### src/rtl/uart_os_pkg.sv
package uart_os_pkg;

    localparam int unsigned OS_RATE    = 16;
    localparam int unsigned CHAR_BITS  = 8;
    localparam int unsigned MID_FIRST  = 7;
    localparam int unsigned SYNC_DEPTH = 2;

    typedef enum logic [1:0] {
        PH_IDLE,
        PH_START,
        PH_DATA,
        PH_STOP
    } rx_phase_e;

    typedef struct packed {
        logic valid;
        logic level;
    } vote_t;

    function automatic logic vote3(input logic a, input logic b, input logic c);
        return (a & b) | (a & c) | (b & c);
    endfunction

endpackage

### src/rtl/rxo_line_sync.sv
module rxo_line_sync #(
    parameter int unsigned DEPTH = uart_os_pkg::SYNC_DEPTH
) (
    input  logic clk,
    input  logic rst,
    input  logic tick,
    input  logic rxd_async,
    output logic line_q,
    output logic fall_seen
);
    logic [DEPTH-1:0] chain_q;
    logic             prev_q;

    always_ff @(posedge clk) begin
        if (rst) begin
            chain_q <= '1;
        end else begin
            chain_q <= {chain_q[DEPTH-2:0], rxd_async};
        end
    end

    assign line_q = chain_q[DEPTH-1];

    // level seen on the previous sample enable
    always_ff @(posedge clk) begin
        if (rst) begin
            prev_q <= 1'b1;
        end else if (tick) begin
            prev_q <= line_q;
        end
    end

    assign fall_seen = tick & prev_q & ~line_q;

endmodule

### src/rtl/rxo_slice_vote.sv
module rxo_slice_vote
    import uart_os_pkg::*;
#(
    parameter int unsigned OSR   = OS_RATE,
    parameter int unsigned FIRST = MID_FIRST
) (
    input  logic  clk,
    input  logic  rst,
    input  logic  tick,
    input  logic  realign,
    input  logic  line_q,
    output vote_t vote
);
    localparam int unsigned CW   = $clog2(OSR);
    localparam int unsigned LAST = FIRST + 2;
    localparam logic [CW-1:0] TOP_C   = CW'(OSR - 1);
    localparam logic [CW-1:0] FIRST_C = CW'(FIRST);
    localparam logic [CW-1:0] LAST_C  = CW'(LAST);
    localparam logic [CW-1:0] ONE_C   = CW'(1);

    // slice number that the next sample enable belongs to
    logic [CW-1:0] slice_q;
    logic [1:0]    early_q;
    logic          in_window;

    always_ff @(posedge clk) begin
        if (rst) begin
            slice_q <= '0;
        end else if (tick) begin
            if (realign) begin
                slice_q <= ONE_C;
            end else if (slice_q == TOP_C) begin
                slice_q <= '0;
            end else begin
                slice_q <= slice_q + ONE_C;
            end
        end
    end

    assign in_window = (slice_q >= FIRST_C) && (slice_q < LAST_C);

    always_ff @(posedge clk) begin
        if (rst) begin
            early_q <= '0;
        end else if (tick && !realign && in_window) begin
            early_q <= {early_q[0], line_q};
        end
    end

    always_comb begin
        vote.valid = tick && !realign && (slice_q == LAST_C);
        vote.level = vote3(early_q[1], early_q[0], line_q);
    end

    AST_REALIGN_SLICE: assert property (@(posedge clk) disable iff (rst)
        (tick && realign) |=> (slice_q == ONE_C));

    AST_SLICE_HOLD: assert property (@(posedge clk) disable iff (rst)
        (!tick) |=> $stable(slice_q));

endmodule

### src/rtl/rxo_frame_ctrl.sv
module rxo_frame_ctrl
    import uart_os_pkg::*;
#(
    parameter int unsigned DW = CHAR_BITS
) (
    input  logic          clk,
    input  logic          rst,
    input  logic          rx_en,
    input  logic          fall_seen,
    input  vote_t         vote,
    output logic          realign,
    output logic          fire,
    output logic          stop_level,
    output logic [DW-1:0] frame_bits
);
    localparam int unsigned IW = (DW > 1) ? $clog2(DW) : 1;
    localparam logic [IW-1:0] IDX_LAST = IW'(DW - 1);

    rx_phase_e     phase_q, phase_d;
    logic [IW-1:0] idx_q;
    logic [DW-1:0] shreg_q;

    assign realign = (phase_q == PH_IDLE) && rx_en && fall_seen;

    always_comb begin
        phase_d = phase_q;
        if (phase_q != PH_IDLE && !rx_en) begin
            phase_d = PH_IDLE;
        end else begin
            unique case (phase_q)
                PH_IDLE:  if (realign) phase_d = PH_START;
                PH_START: if (vote.valid) phase_d = vote.level ? PH_IDLE : PH_DATA;
                PH_DATA:  if (vote.valid && idx_q == IDX_LAST) phase_d = PH_STOP;
                PH_STOP:  if (vote.valid) phase_d = PH_IDLE;
                default:  phase_d = PH_IDLE;
            endcase
        end
    end

    always_ff @(posedge clk) begin
        if (rst) begin
            phase_q <= PH_IDLE;
            idx_q   <= '0;
            shreg_q <= '0;
        end else begin
            phase_q <= phase_d;
            if (phase_q == PH_START) begin
                idx_q <= '0;
            end else if (phase_q == PH_DATA && rx_en && vote.valid) begin
                shreg_q <= {vote.level, shreg_q[DW-1:1]};
                idx_q   <= idx_q + IW'(1);
            end
        end
    end

    assign fire       = (phase_q == PH_STOP) && rx_en && vote.valid;
    assign stop_level = vote.level;
    assign frame_bits = shreg_q;

    AST_IDLE_NEEDS_EN: assert property (@(posedge clk) disable iff (rst)
        (phase_q == PH_IDLE && !rx_en) |=> (phase_q == PH_IDLE));

    AST_FALSE_START_DROP: assert property (@(posedge clk) disable iff (rst)
        (phase_q == PH_START && rx_en && vote.valid && vote.level) |=> (phase_q == PH_IDLE));

    AST_STOP_TO_IDLE: assert property (@(posedge clk) disable iff (rst)
        (phase_q == PH_STOP && vote.valid) |=> (phase_q == PH_IDLE));

    AST_EN_ABORT: assert property (@(posedge clk) disable iff (rst)
        (phase_q != PH_IDLE && !rx_en) |=> (phase_q == PH_IDLE));

endmodule

### src/rtl/rxo_commit.sv
module rxo_commit
    import uart_os_pkg::*;
#(
    parameter int unsigned DW = CHAR_BITS
) (
    input  logic          clk,
    input  logic          rst,
    input  logic          fire,
    input  logic          stop_level,
    input  logic [DW-1:0] frame_bits,
    input  logic          mp_mode,
    input  logic          flag_clr,
    output logic [DW-1:0] byte_q,
    output logic          stop_q,
    output logic          full_q
);
    logic accept;

    assign accept = fire && !full_q && (!mp_mode || stop_level);

    always_ff @(posedge clk) begin
        if (rst) begin
            byte_q <= '0;
            stop_q <= 1'b0;
            full_q <= 1'b0;
        end else begin
            if (accept) begin
                byte_q <= frame_bits;
                stop_q <= stop_level;
            end
            if (accept) begin
                full_q <= 1'b1;
            end else if (flag_clr) begin
                full_q <= 1'b0;
            end
        end
    end

    AST_FULL_FREEZE: assert property (@(posedge clk) disable iff (rst)
        full_q |=> ($stable(byte_q) && $stable(stop_q)));

    AST_MP_LOW_STOP: assert property (@(posedge clk) disable iff (rst)
        (fire && mp_mode && !stop_level) |=> ($stable(byte_q) && $stable(stop_q)));

    AST_LOAD_BYTE: assert property (@(posedge clk) disable iff (rst)
        (fire && !full_q && !mp_mode) |=> (byte_q == $past(frame_bits)));

    AST_SET_WINS: assert property (@(posedge clk) disable iff (rst)
        (fire && !full_q && (!mp_mode || stop_level)) |=> full_q);

    AST_CLR_DROPS: assert property (@(posedge clk) disable iff (rst)
        (flag_clr && !fire) |=> !full_q);

endmodule

### src/rtl/uart_os_rx.sv
module uart_os_rx
    import uart_os_pkg::*;
#(
    parameter int unsigned OSR        = OS_RATE,
    parameter int unsigned DW         = CHAR_BITS,
    parameter int unsigned FIRST      = MID_FIRST,
    parameter int unsigned SYNC_STAGE = SYNC_DEPTH
) (
    input  logic          clk,
    input  logic          rst,
    input  logic          os_tick,
    input  logic          rxd,
    input  logic          rx_en,
    input  logic          mp_mode,
    input  logic          flag_clr,
    output logic [DW-1:0] rx_byte,
    output logic          rx_stop,
    output logic          rx_full
);
    logic          line_q;
    logic          fall_seen;
    logic          realign;
    logic          fire;
    logic          stop_level;
    logic [DW-1:0] frame_bits;
    vote_t         vote;

    rxo_line_sync #(.DEPTH(SYNC_STAGE)) u_sync (
        .clk       (clk),
        .rst       (rst),
        .tick      (os_tick),
        .rxd_async (rxd),
        .line_q    (line_q),
        .fall_seen (fall_seen)
    );

    rxo_slice_vote #(.OSR(OSR), .FIRST(FIRST)) u_vote (
        .clk     (clk),
        .rst     (rst),
        .tick    (os_tick),
        .realign (realign),
        .line_q  (line_q),
        .vote    (vote)
    );

    rxo_frame_ctrl #(.DW(DW)) u_ctrl (
        .clk        (clk),
        .rst        (rst),
        .rx_en      (rx_en),
        .fall_seen  (fall_seen),
        .vote       (vote),
        .realign    (realign),
        .fire       (fire),
        .stop_level (stop_level),
        .frame_bits (frame_bits)
    );

    rxo_commit #(.DW(DW)) u_commit (
        .clk        (clk),
        .rst        (rst),
        .fire       (fire),
        .stop_level (stop_level),
        .frame_bits (frame_bits),
        .mp_mode    (mp_mode),
        .flag_clr   (flag_clr),
        .byte_q     (rx_byte),
        .stop_q     (rx_stop),
        .full_q     (rx_full)
    );

endmodule

### config.mk
export PLATFORM = sky130hd
export DESIGN_NAME = uart_os_rx
export DESIGN_NICKNAME = d
export VERILOG_FILES = /design/src/rtl/uart_os_pkg.sv /design/src/rtl/rxo_line_sync.sv /design/src/rtl/rxo_slice_vote.sv /design/src/rtl/rxo_frame_ctrl.sv /design/src/rtl/rxo_commit.sv /design/src/rtl/uart_os_rx.sv
export SDC_FILE = /design/constraint.sdc
export NUM_CORES = 1
export LEC_CHECK = 0
export ABC_CLOCK_PERIOD_IN_PS = 2400
export CORE_MARGIN = 3
export CORE_UTILIZATION = 54
export DETAILED_ROUTE_END_ITERATION = 8
export PLACE_DENSITY = 0.85
export SLEW_MARGIN = 20
export SYNTH_ARGS = -nofsm -noshare
export SYNTH_HDL_FRONTEND = slang
export SYNTH_HIERARCHICAL = 1
export SYNTH_SLANG_ARGS = --single-unit
### constraint.sdc
create_clock -name clk -period 2.4 [get_ports clk]
set_input_delay 0.24 -clock clk [delete_from_list [all_inputs] [get_ports clk]]
set_output_delay 0.24 -clock clk [all_outputs]
set_load 0.03 [all_outputs]
; ---- Yosys cells after proc, flatten, opt, wreduce, memory -nomap -nowiden
; Cells that the tools add are included.
[totals]
ff_bits = 32
input_bits = 7
wordCells = 69
[op_classes]
addsub = 2
order_cmp = 2
eq_ne = 10
mux = 10
bitwise_logic = 9
n_reduce_logical = 26
[ops]
columns = cell, n
row1 = $logic_and 1x1->1, 14
row2 = $mux 2, 5
row3 = $eq 4x4->1 const B, 2
row4 = $mux 4, 2
row5 = $pmux 2 s4, 1
row6 = $ne 2x1->1 const B, 3
row7 = $and 1x1->1, 5
row8 = $add 4x1->4 const B, 1
row9 = $eq 2x2->1 const B, 2
row10 = $ge 4x3->1 const B, 1
row11 = $logic_not 1->1, 4
row12 = $lt 4x4->1 const B, 1
row13 = $reduce_and 4->1, 1
row14 = $reduce_bool 2->1, 2
row15 = $reduce_or 2->1, 2
row16 = $add 3x1->3 const B, 1
row17 = $eq 3x3->1 const B, 1
row18 = $eq 2x1->1 const B, 1
row19 = $logic_not 2->1, 1
row20 = $mux 1, 2
row21 = $ne 2x2->1 const B, 1
row22 = $not 1->1, 2
row23 = $or 1x1->1, 2
row24 = $reduce_and 2->1, 1
row25 = $logic_or 1x1->1, 1

; ---- Longest topological paths before layout
; Gate-level depths: netlist of run 1.
[depth]
ltp_word = 10
depth_mapped = 10
mapped_depth_nobuf = 9

; ---- Modules after synthesis
; The synthesis of run 1 kept the hierarchy.
[by_module_without_submodules]
columns = mod, instances, cells_per_inst, area_each_um2, seq_area_each_um2
row1 = rxo_frame_ctrl, 1, 66, 581.8, 260.2
row2 = rxo_commit, 1, 44, 454.2, 200.2
row3 = rxo_slice_vote, 1, 38, 340.3, 120.1
row4 = rxo_line_sync, 1, 8, 97.6, 60.1

; ---- Worst setup path before layout of run 1
; No wires, ideal clock.
[synth_timing]
path_type = flip-flop to flip-flop
startpoint = register u_sync.chain_q[1]
endpoint = register u_commit.byte_q[0]
arrival_ns = 2.014
required_time_ns = 2.328
path_slack_ns = 0.315
path_stages_with_launch = 11
path_buffers = 1
period_less_slack_ns = 2.085
cell_sequence = dfxtp_1 > and3b_2 > and4bb_2 > nor3b_1 > and3_1 > nand2_1 > nor2_1 > nand2b_4 > a21oi_2 > buf_6 > mux2i_1
[synth_rtl]
columns = element, line_no
row1 = start: declaration, rxo_line_sync.sv:11  ; logic [DEPTH-1:0] chain_q;
row2 = start signal: assignment, rxo_line_sync.sv:18  ; chain_q <= {chain_q[DEPTH-2:0], rxd_async};
row3 = end signal: assignment, rxo_commit.sv:28  ; byte_q <= frame_bits;
row4 = end: declaration, rxo_commit.sv:13  ; output logic [DW-1:0] byte_q,

==> summary.md, run 1 <==
| Metric | Value |
|---|---|
| Outcome | finished, final reports clean |
| Total Routing Usage GR | 18.2% |
| CP Class | reg -> reg |
| Distinct cell type count after synthesis | 38 |
| Mapped Nets | 168 |
| Max Freq | 450 MHz |
| Layout cells sized above 1 | between 10% and 20% |
| Yosys warning total | 6 |
| Setup repair bufs after CTS | 0 |
| DR vias | 1,146 |
| Post-CTS Hold Fix Bufs | 0 |
| CTS root buf | clkbuf_4 |
| Setup violators final | 0 |
| Initial antenna violation count | 0 |
| Flop pwr share | 58.5% |
| Final hold viol count | 0 |
| First-pass GRT wire length | 4720 um |
| Min-Delay Path Class | reg -> reg |
| Die height | 58.2 um |
| Clock Path Buffers | 2 |
| DR iter-0 viols | 29 |
| Worst slew margin | 78.6% |
| Critical Path AT | 2480 ps |
| CTS tree | done |
| Hold depth | 1 |
| GP Congestion | 0.738 |
| Die area | 3390 um^2 |
| DR pass1 iterations | 4 |
| Antenna diode count | 0 |
| Worst-Skew Late Latency | 320 ps |
| Die width | 58.2 um |
| Switch Pwr | 0.000194 W |
| WHS Endpoint | u_sync/chain_q[1]$_SDFF_PP1_ |
| Clock skew | approximately 3.0 ps |
| Clk pin slew, worst setup/hold paths | 90 ps |
| Critical Path RT | 2650 ps |
| Post-DRT Antenna Nets | 0 |
| Synthesis-stage register bit count | 32 |
| Most frequent cells in the layout | 32 x dfxtp_1, 23 x nand2_1, 20 x nand2b_1, 16 x clkdlybuf4s50_1, 11 x mux2i_1 |
| DRC viols | 0 |
| Switch share | 21.0% |
| Post-synth EDFFs | 0 |
| Min-Delay Startpoint | u_sync/chain_q[0]$_SDFF_PP1_ |
| Clock Sink Count | 32 |
| Largest net degree at the start of global routing | 29 |
| Post-cts sizing count | 0 |
| Worst Reg2Reg Path Length in Cells | 10 |
| Cells after Synth | 156 |
| Startpoint of the worst-slack reg-to-reg timing path | u_sync/chain_q[1]$_SDFF_PP1_ |
| Crit start category | flip-flop |
| Gate power share | 5.8% |
| Core area | 2540 um^2 |
| Port bufs | 16 |
| Peak VDD IR | about 0.40 mV |
| Critical Path End Type | flip-flop |
| RSZ-0062 raised after global routing | no |
| DP HPWL | 2060 um |
| Max Transition Viols Final | 0 |
| Clock Power Share | a little over a third |
| Vias in the first global route | 1,121 |
| Area share of the largest cell type after synthesis | between 40% and 50% |
| CP Max Fanout | 9 |
| Post-synthesis sequential area ratio | 43.5% |
| Final layout net count | 194 |
| Area growth, synth to finish | 20.1% |
| Max cap viols | 0 |
| Syn_area_per_cell | around 9.4 um^2 |
| Commonest non-fill, non-tap cell in the layout | dfxtp_1 |
| Vias per Instance | 5.41 |
| Site Rows | 18 |
| Cell Int Power | 0.000731 W |
| Synth area leader | dfxtp_1 |
| Finished Core Util | 69.6% |
| Fin cells | 212 |
| Clock period minus final worst setup slack | between 2000 and 2500 ps |
| Leak Pwr | 0.651 nW |
| GRT overflow | 0 |
| Ports | 17 |
| Post-synth ARST share | 0% |
| Worst r2r dst | u_commit/byte_q[7]$_SDFFE_PP0P_ |
| Mapped Area | 1470 um^2 |
| Placed Cells incl. Taps | 205 |
| Crit share post-route | roughly 90% |
| Initial core utilization | slightly below 60% |
| Final WL | 2720 um |
| Worst-Margin Slew | 320 ps |
| Number of buffers created by CTS | 5 |
| Worst R2R Setup Slack | 180 ps |
| Largest cells by area after synthesis | dfxtp_1 43%, nand2b_1 8.5%, mux2i_1 7.5% |
| Main synth FF type | dfxtp_1 |
| H-tree depth | 2 |
| Routed length per instance | 12.8 um |
| Power Density | 523 nW/um^2 |
## routing by layer
layer  share of wire, %  GRT usage, %  wire length [um]  vias up
li1                   -             -                 -      580
met1                 43          20.6              1180      528
met2                 49          31.1              1350       29
met3                4.7          4.90               128        9
met4                2.6          9.93                70        0
met5                  0             0                 0        -
## worst max path at each step
| stage | start | end | slack [ps] |
|---|---|---|---|
| final | u_sync/chain_q[1]$_SDFF_PP1_ | u_commit/byte_q[7]$_SDFFE_PP0P_ | 180 |
| after global placement | os_tick | u_commit/byte_q[3]$_SDFFE_PP0P_ | 20 |
| after global routing | u_sync/chain_q[1]$_SDFF_PP1_ | u_commit/byte_q[6]$_SDFFE_PP0P_ | 10 |
| after floorplan | u_sync/chain_q[1]$_SDFF_PP1_ | u_commit/byte_q[0]$_SDFFE_PP0P_ | 310 |
| after detailed placement | os_tick | u_commit/byte_q[3]$_SDFFE_PP0P_ | -120 |
| after CTS | u_sync/chain_q[1]$_SDFF_PP1_ | u_commit/byte_q[7]$_SDFFE_PP0P_ | 180 |
## critical path, cell delays in order (launching register included)
cell	delay (ps)
dfxtp_1	350
and3b_2	220
and4bb_2	240
nor3b_1	240
and3_1	230
nand2_1	80
nor2_1	200
nand2b_4	80
a21oi_2	170
buf_12	160
mux2i_1	190
## cells in the mapped netlist (2+ instances only)
master,n
a31oi_1,2
a21oi_1,8
or2_2,2
inv_1,4
dfxtp_1,32
nor3b_1,2
nand2_1,23
nand3_1,2
nand2b_1,20
o22ai_1,2
buf_6,2
ha_1,5
o21ai_0,2
a21oi_2,6
nor2b_1,3
nand3b_1,2
and3_1,2
nor2_1,6
mux2i_1,11
buf_4,2
## through the flow
| stage | power [W] | cell area (um^2) | hold slack, ps | setup TNS (ps) | worst slack, ps |
|---|---|---|---|---|---|
| floorplan | 0.000580 | 1470 | 309 | 0 | 315 |
| global placement | 0.000604 | 1710 | 392 | 0 | 15.5 |
| detailed placement | 0.000607 | 1710 | 392 | -714 | -118 |
| CTS | 0.000937 | 1770 | 414 | 0 | 183 |
| global route | 0.000964 | 1770 | 434 | 0 | 14.3 |
| finish | 0.000926 | 1770 | 414 | 0 | 176 |
## power by group through the flow
stage | Combinational (W) | Clock, W | Sequential [W]
6_report | 0.0000536 | 0.000331 | 0.000541
5_1_grt | 0.0000609 | 0.000360 | 0.000543
3_3_place_gp | 0.0000515 | 0 | 0.000553
4_1_cts | 0.0000540 | 0.000342 | 0.000541
2_1_floorplan | 0.0000279 | 0 | 0.000552
3_5_place_dp | 0.0000539 | 0 | 0.000553
## logic make-up after synthesis
group	share of synthesized area (%)
buffers and inverters	4.16
flip-flops	43.5
AO/OA/AOI/OAI	11.5
adder cells (fa/ha/maj)	4.92
AND/OR/NAND/NOR	27.9
multiplexers	7.47
XOR/XNOR	0.594
## registers in the layout, indices dropped and copies added (netlist names), named ones only
| register | flops |
|---|---|
| u_ctrl/phase_q | 1 |
| u_ctrl/frame_bits | 8 |
| u_vote/slice_q | 4 |
| u_commit/stop_q | 1 |
| u_ctrl/idx_q | 3 |
| u_commit/byte_q | 8 |
| u_commit/full_q | 1 |
| u_sync/prev_q | 1 |
| u_sync/chain_q | 2 |
| u_vote/early_q | 2 |
## final cells by class
cell class,count,area (um^2)
flip-flops and latches,32,641
multi-input cells,114,772
clock buffers,7,65.1
inverters,4,15.0
repair buffers,25,240
well taps,30,37.5
fillers,194,774
(Power assumes the default switching activity.)
==> inputs of run 2 (changes only) <==
Settings changed: CORE_UTILIZATION 54 to 53, SYNTH_HIERARCHICAL 1 to not set.
==> run 2 against run 1 <==
Compared with the run above:
- register-to-register slack improved by 510 ps
- clock skew rose by 6.2 ps
- clock power fell by 11%
- cell count fell by 11%
- sequential cell count did not move
- largest cell class unchanged
- synthesized cell count fell by 10%
- area after synthesis fell by 7.2%
==> summary.md, run 2 <==
| Metric | Value |
|---|---|
| Critical Path AT | 1910 ps (-570 ps) |
| Clock Sink Count | 32 (unchanged) |
| Max Freq | 584 MHz (+30%) |
| CTS root buf | clkbuf_4 |
| Outcome | finished, final reports clean |
| DRC viols | 0 (unchanged) |
| Cells after Synth | 140 (-10%) |
| Synthesis-stage register bit count | 32 (unchanged) |
| Most frequent cells in the layout | 32 x dfxtp_1, 24 x nor2_1, 20 x mux2i_1, 16 x clkdlybuf4s50_1, 8 x a21oi_1 |
| Post-CTS Hold Fix Bufs | 0 (unchanged) |
| CP Max Fanout | 5 (-4) |
| Area of the multi-input gates | 657 um^2 (-15%) |
| Syn_area_per_cell | 9.77 um^2 (+3.4%) |
| Core area | 2320 um^2 (-8.9%) |
| Die width | 56.8 um (-2.5%) |
| Startpoint of the worst-slack reg-to-reg timing path | u_vote.slice_q[0]$_SDFFE_PP0P_ |
| Placement Setup Slack | 481 ps (+599 ps) |
| Vias per Instance | 5.45 (+0.76%) |
| Commonest non-fill, non-tap cell in the layout | dfxtp_1 |
| Largest net degree at the start of global routing | 24 (-17%) |
| Worst slew margin | 48.9% (-30 points) |
| Ports | 17 (unchanged) |
| DR pass1 iterations | 4 (unchanged) |
| Vias in the first global route | 1,005 (-10%) |
| First-pass GRT wire length | 4200 um (-11%) |
| Area share of the largest cell type after synthesis | 46.8% (+3.4 points) |
| Final layout net count | 171 (-12%) |
| Site Rows | 17 (-1) |
| DR iter-0 viols | 19 (-34%) |
| Mapped Area | 1370 um^2 (-7.2%) |
| Post-route setup slack | 688 ps (+513 ps) |
| Post-DRT Antenna Nets | 0 (unchanged) |
| Post-synth ARST share | 0% (unchanged) |
| Setup repair bufs after CTS | 0 (unchanged) |
| Max cap viols | 0 (unchanged) |
| Leak Pwr | 0.723 nW (+11%) |
| Clock period minus final worst setup slack | 1710 ps (-513 ps) |
| Antenna diode count | 0 (unchanged) |
| Crit share post-route | 71.3% (-21 points) |
| Post-synthesis sequential area ratio | 46.8% (+3.4 points) |
| Critical Path RT | 2600 ps (-50 ps) |
| GRT overflow | 0 (unchanged) |
| GP Congestion | 0.917 (+24%) |
| DR vias | 1,024 (-11%) |
| Largest cells by area after synthesis | dfxtp_1 47%, mux2i_1 15%, nor2_1 6.6% |
| Final WL | 2450 um (-10%) |
| Max Transition Viols Final | 0 (unchanged) |
| Worst-Skew Late Latency | 330 ps (about the same) |
| Layout cells sized above 1 | 9.38% (-7.1 points) |
| Fillcell total | 184 (-5.2%) |
| Crit path launch | u_vote.slice_q[0]$_SDFFE_PP0P_ |
| Clk pin slew, worst setup/hold paths | 100 ps (about the same) |
| CTS tree | done |
| RSZ-0062 raised after global routing | no |
| Post-synth EDFFs | 0 (unchanged) |
| Synth area leader | dfxtp_1 |
| Crit start category | flip-flop |
| Setup tns final | 0 ps (unchanged) |
| Final hold viol count | 0 (unchanged) |
| Main synth FF type | dfxtp_1 |
| Post-cts sizing count | 0 (unchanged) |
| Mapped Nets | 152 (-9.5%) |
| Min-Delay Startpoint | u_sync.chain_q[0]$_SDFF_PP1_ |
| Min-Delay Path Class | reg -> reg |
| Clock skew | 9.18 ps (+6.15 ps) |
| Area growth, synth to finish | 16.6% |
| Total Routing Usage GR | 17.0% (-1.3 points) |
| Peak VDD IR | 0.489 mV (+22%) |
| Post-synth top cells | 32 x dfxtp_1, 24 x nor2_1, 20 x mux2i_1 |
| Die area | 3230 um^2 (-4.9%) |
| H-tree depth | 2 (unchanged) |
| Number of buffers created by CTS | 5 (unchanged) |
| Worst-Margin Slew | 764 ps (+445 ps) |
| DP HPWL | 1750 um (-15%) |
| Setup violators final | 0 (unchanged) |
| Initial core utilization | 59.0% (+1.1 points) |
| Clock Path Buffers | 2 (unchanged) |
| FF+latch area | 641 um^2 (unchanged) |
| Die height | 56.8 um (-2.5%) |
| Critical Path End Type | flip-flop |
| Count leader, synth | dfxtp_1 |
| Initial antenna violation count | 0 (unchanged) |
| Port bufs | 16 (unchanged) |
| CP Class | reg -> reg |
| Routed length per instance | 13.0 um (+1.3%) |
| Distinct cell type count after synthesis | 37 (-2.6%) |
| Power Density | 552 nW/um^2 (+5.6%) |
| Yosys warning total | 0 (-6) |
## run 2: changes by cell type after synthesis, sizes merged, moves of 3 or more
cell / delta
mux2i: +9
nand2: -19
nand2b: -21
a21oi: -6
nor2b: -3
nor2: +18
## run 2: final timing paths
path	cells after the start	slack (ps)	endpoint
worst max register to register	5	690	u_vote.early_q[0]$_SDFFE_PP0P_
worst min register to register	1	420	u_sync.chain_q[1]$_SDFF_PP1_
worst max-delay path	5	690	u_vote.early_q[0]$_SDFFE_PP0P_
worst min-delay path	1	420	u_sync.chain_q[1]$_SDFF_PP1_
## run 2: per-layer routing
| layer | part of all wire, % | GRT usage [%] | vias up | routed length [um] |
|---|---|---|---|---|
| li1 | - | - | 531 | - |
| met1 | 45 | 18.5 | 455 | 1090 |
| met2 | 48 | 27.7 | 31 | 1170 |
| met3 | 5.5 | 7.13 | 7 | 135 |
| met4 | 2.0 | 8.94 | 0 | 48 |
| met5 | 0 | 0 | - | 0 |
## run 2: report_power, final
part / internal [W] / total (W) / leakage (nW) / switching, W
combinational: 0.0000207 / 0.0000437 / 0.430 / 0.0000230
clock: 0.000112 / 0.000294 / 0.0349 / 0.000182
sequential: 0.000536 / 0.000543 / 0.259 / 0.00000656
## run 2: cell families after synthesis
logic type,after synthesis,share of synthesized area (%)
and+or+nand+nor,47,17.7
DFF,32,46.8
AOI/OAI and AO/OA,21,9.70
muxes,20,14.6
buffers and inverters,13,5.12
adders and majority gates,6,5.31
xor gates and xnor gates,1,0.641
## run 2: critical path, cell delays in order (launching register included)
cell,delay (ps)
dfxtp_1,430
ha_1,280
nand3b_1,110
a221oi_1,460
mux2i_1,240
nor2_1,60
## run 2: metrics by stage
| step | total power [W] | hold WS, ps | instances | area, um^2 | utilization, % |
|---|---|---|---|---|---|
| finish | 0.000880 | 424 | 188 | 1590 | 68.8 |
| global route | 0.000923 | 448 | 188 | 1590 | 68.8 |
| CTS | 0.000894 | 429 | 188 | 1590 | 68.8 |
| detailed placement | 0.000598 | 400 | 180 | 1540 | 66.3 |
| global placement | 0.000597 | 392 | 180 | 1540 | 66.3 |
| floorplan | 0.000578 | 344 | 140 | 1370 | - |
## run 2: layout make-up
| type | count | share of cell area (%) |
|---|---|---|
| Sequential cell | 32 | 40.2 |
| Multi-Input combinational cell | 95 | 41.2 |
| Inverter | 6 | 1.41 |
| Tap cell | 28 | 2.20 |
| Clock inverter | 3 | 1.18 |
| Clock buffer | 5 | 2.35 |
| Timing Repair Buffer | 19 | 11.5 |
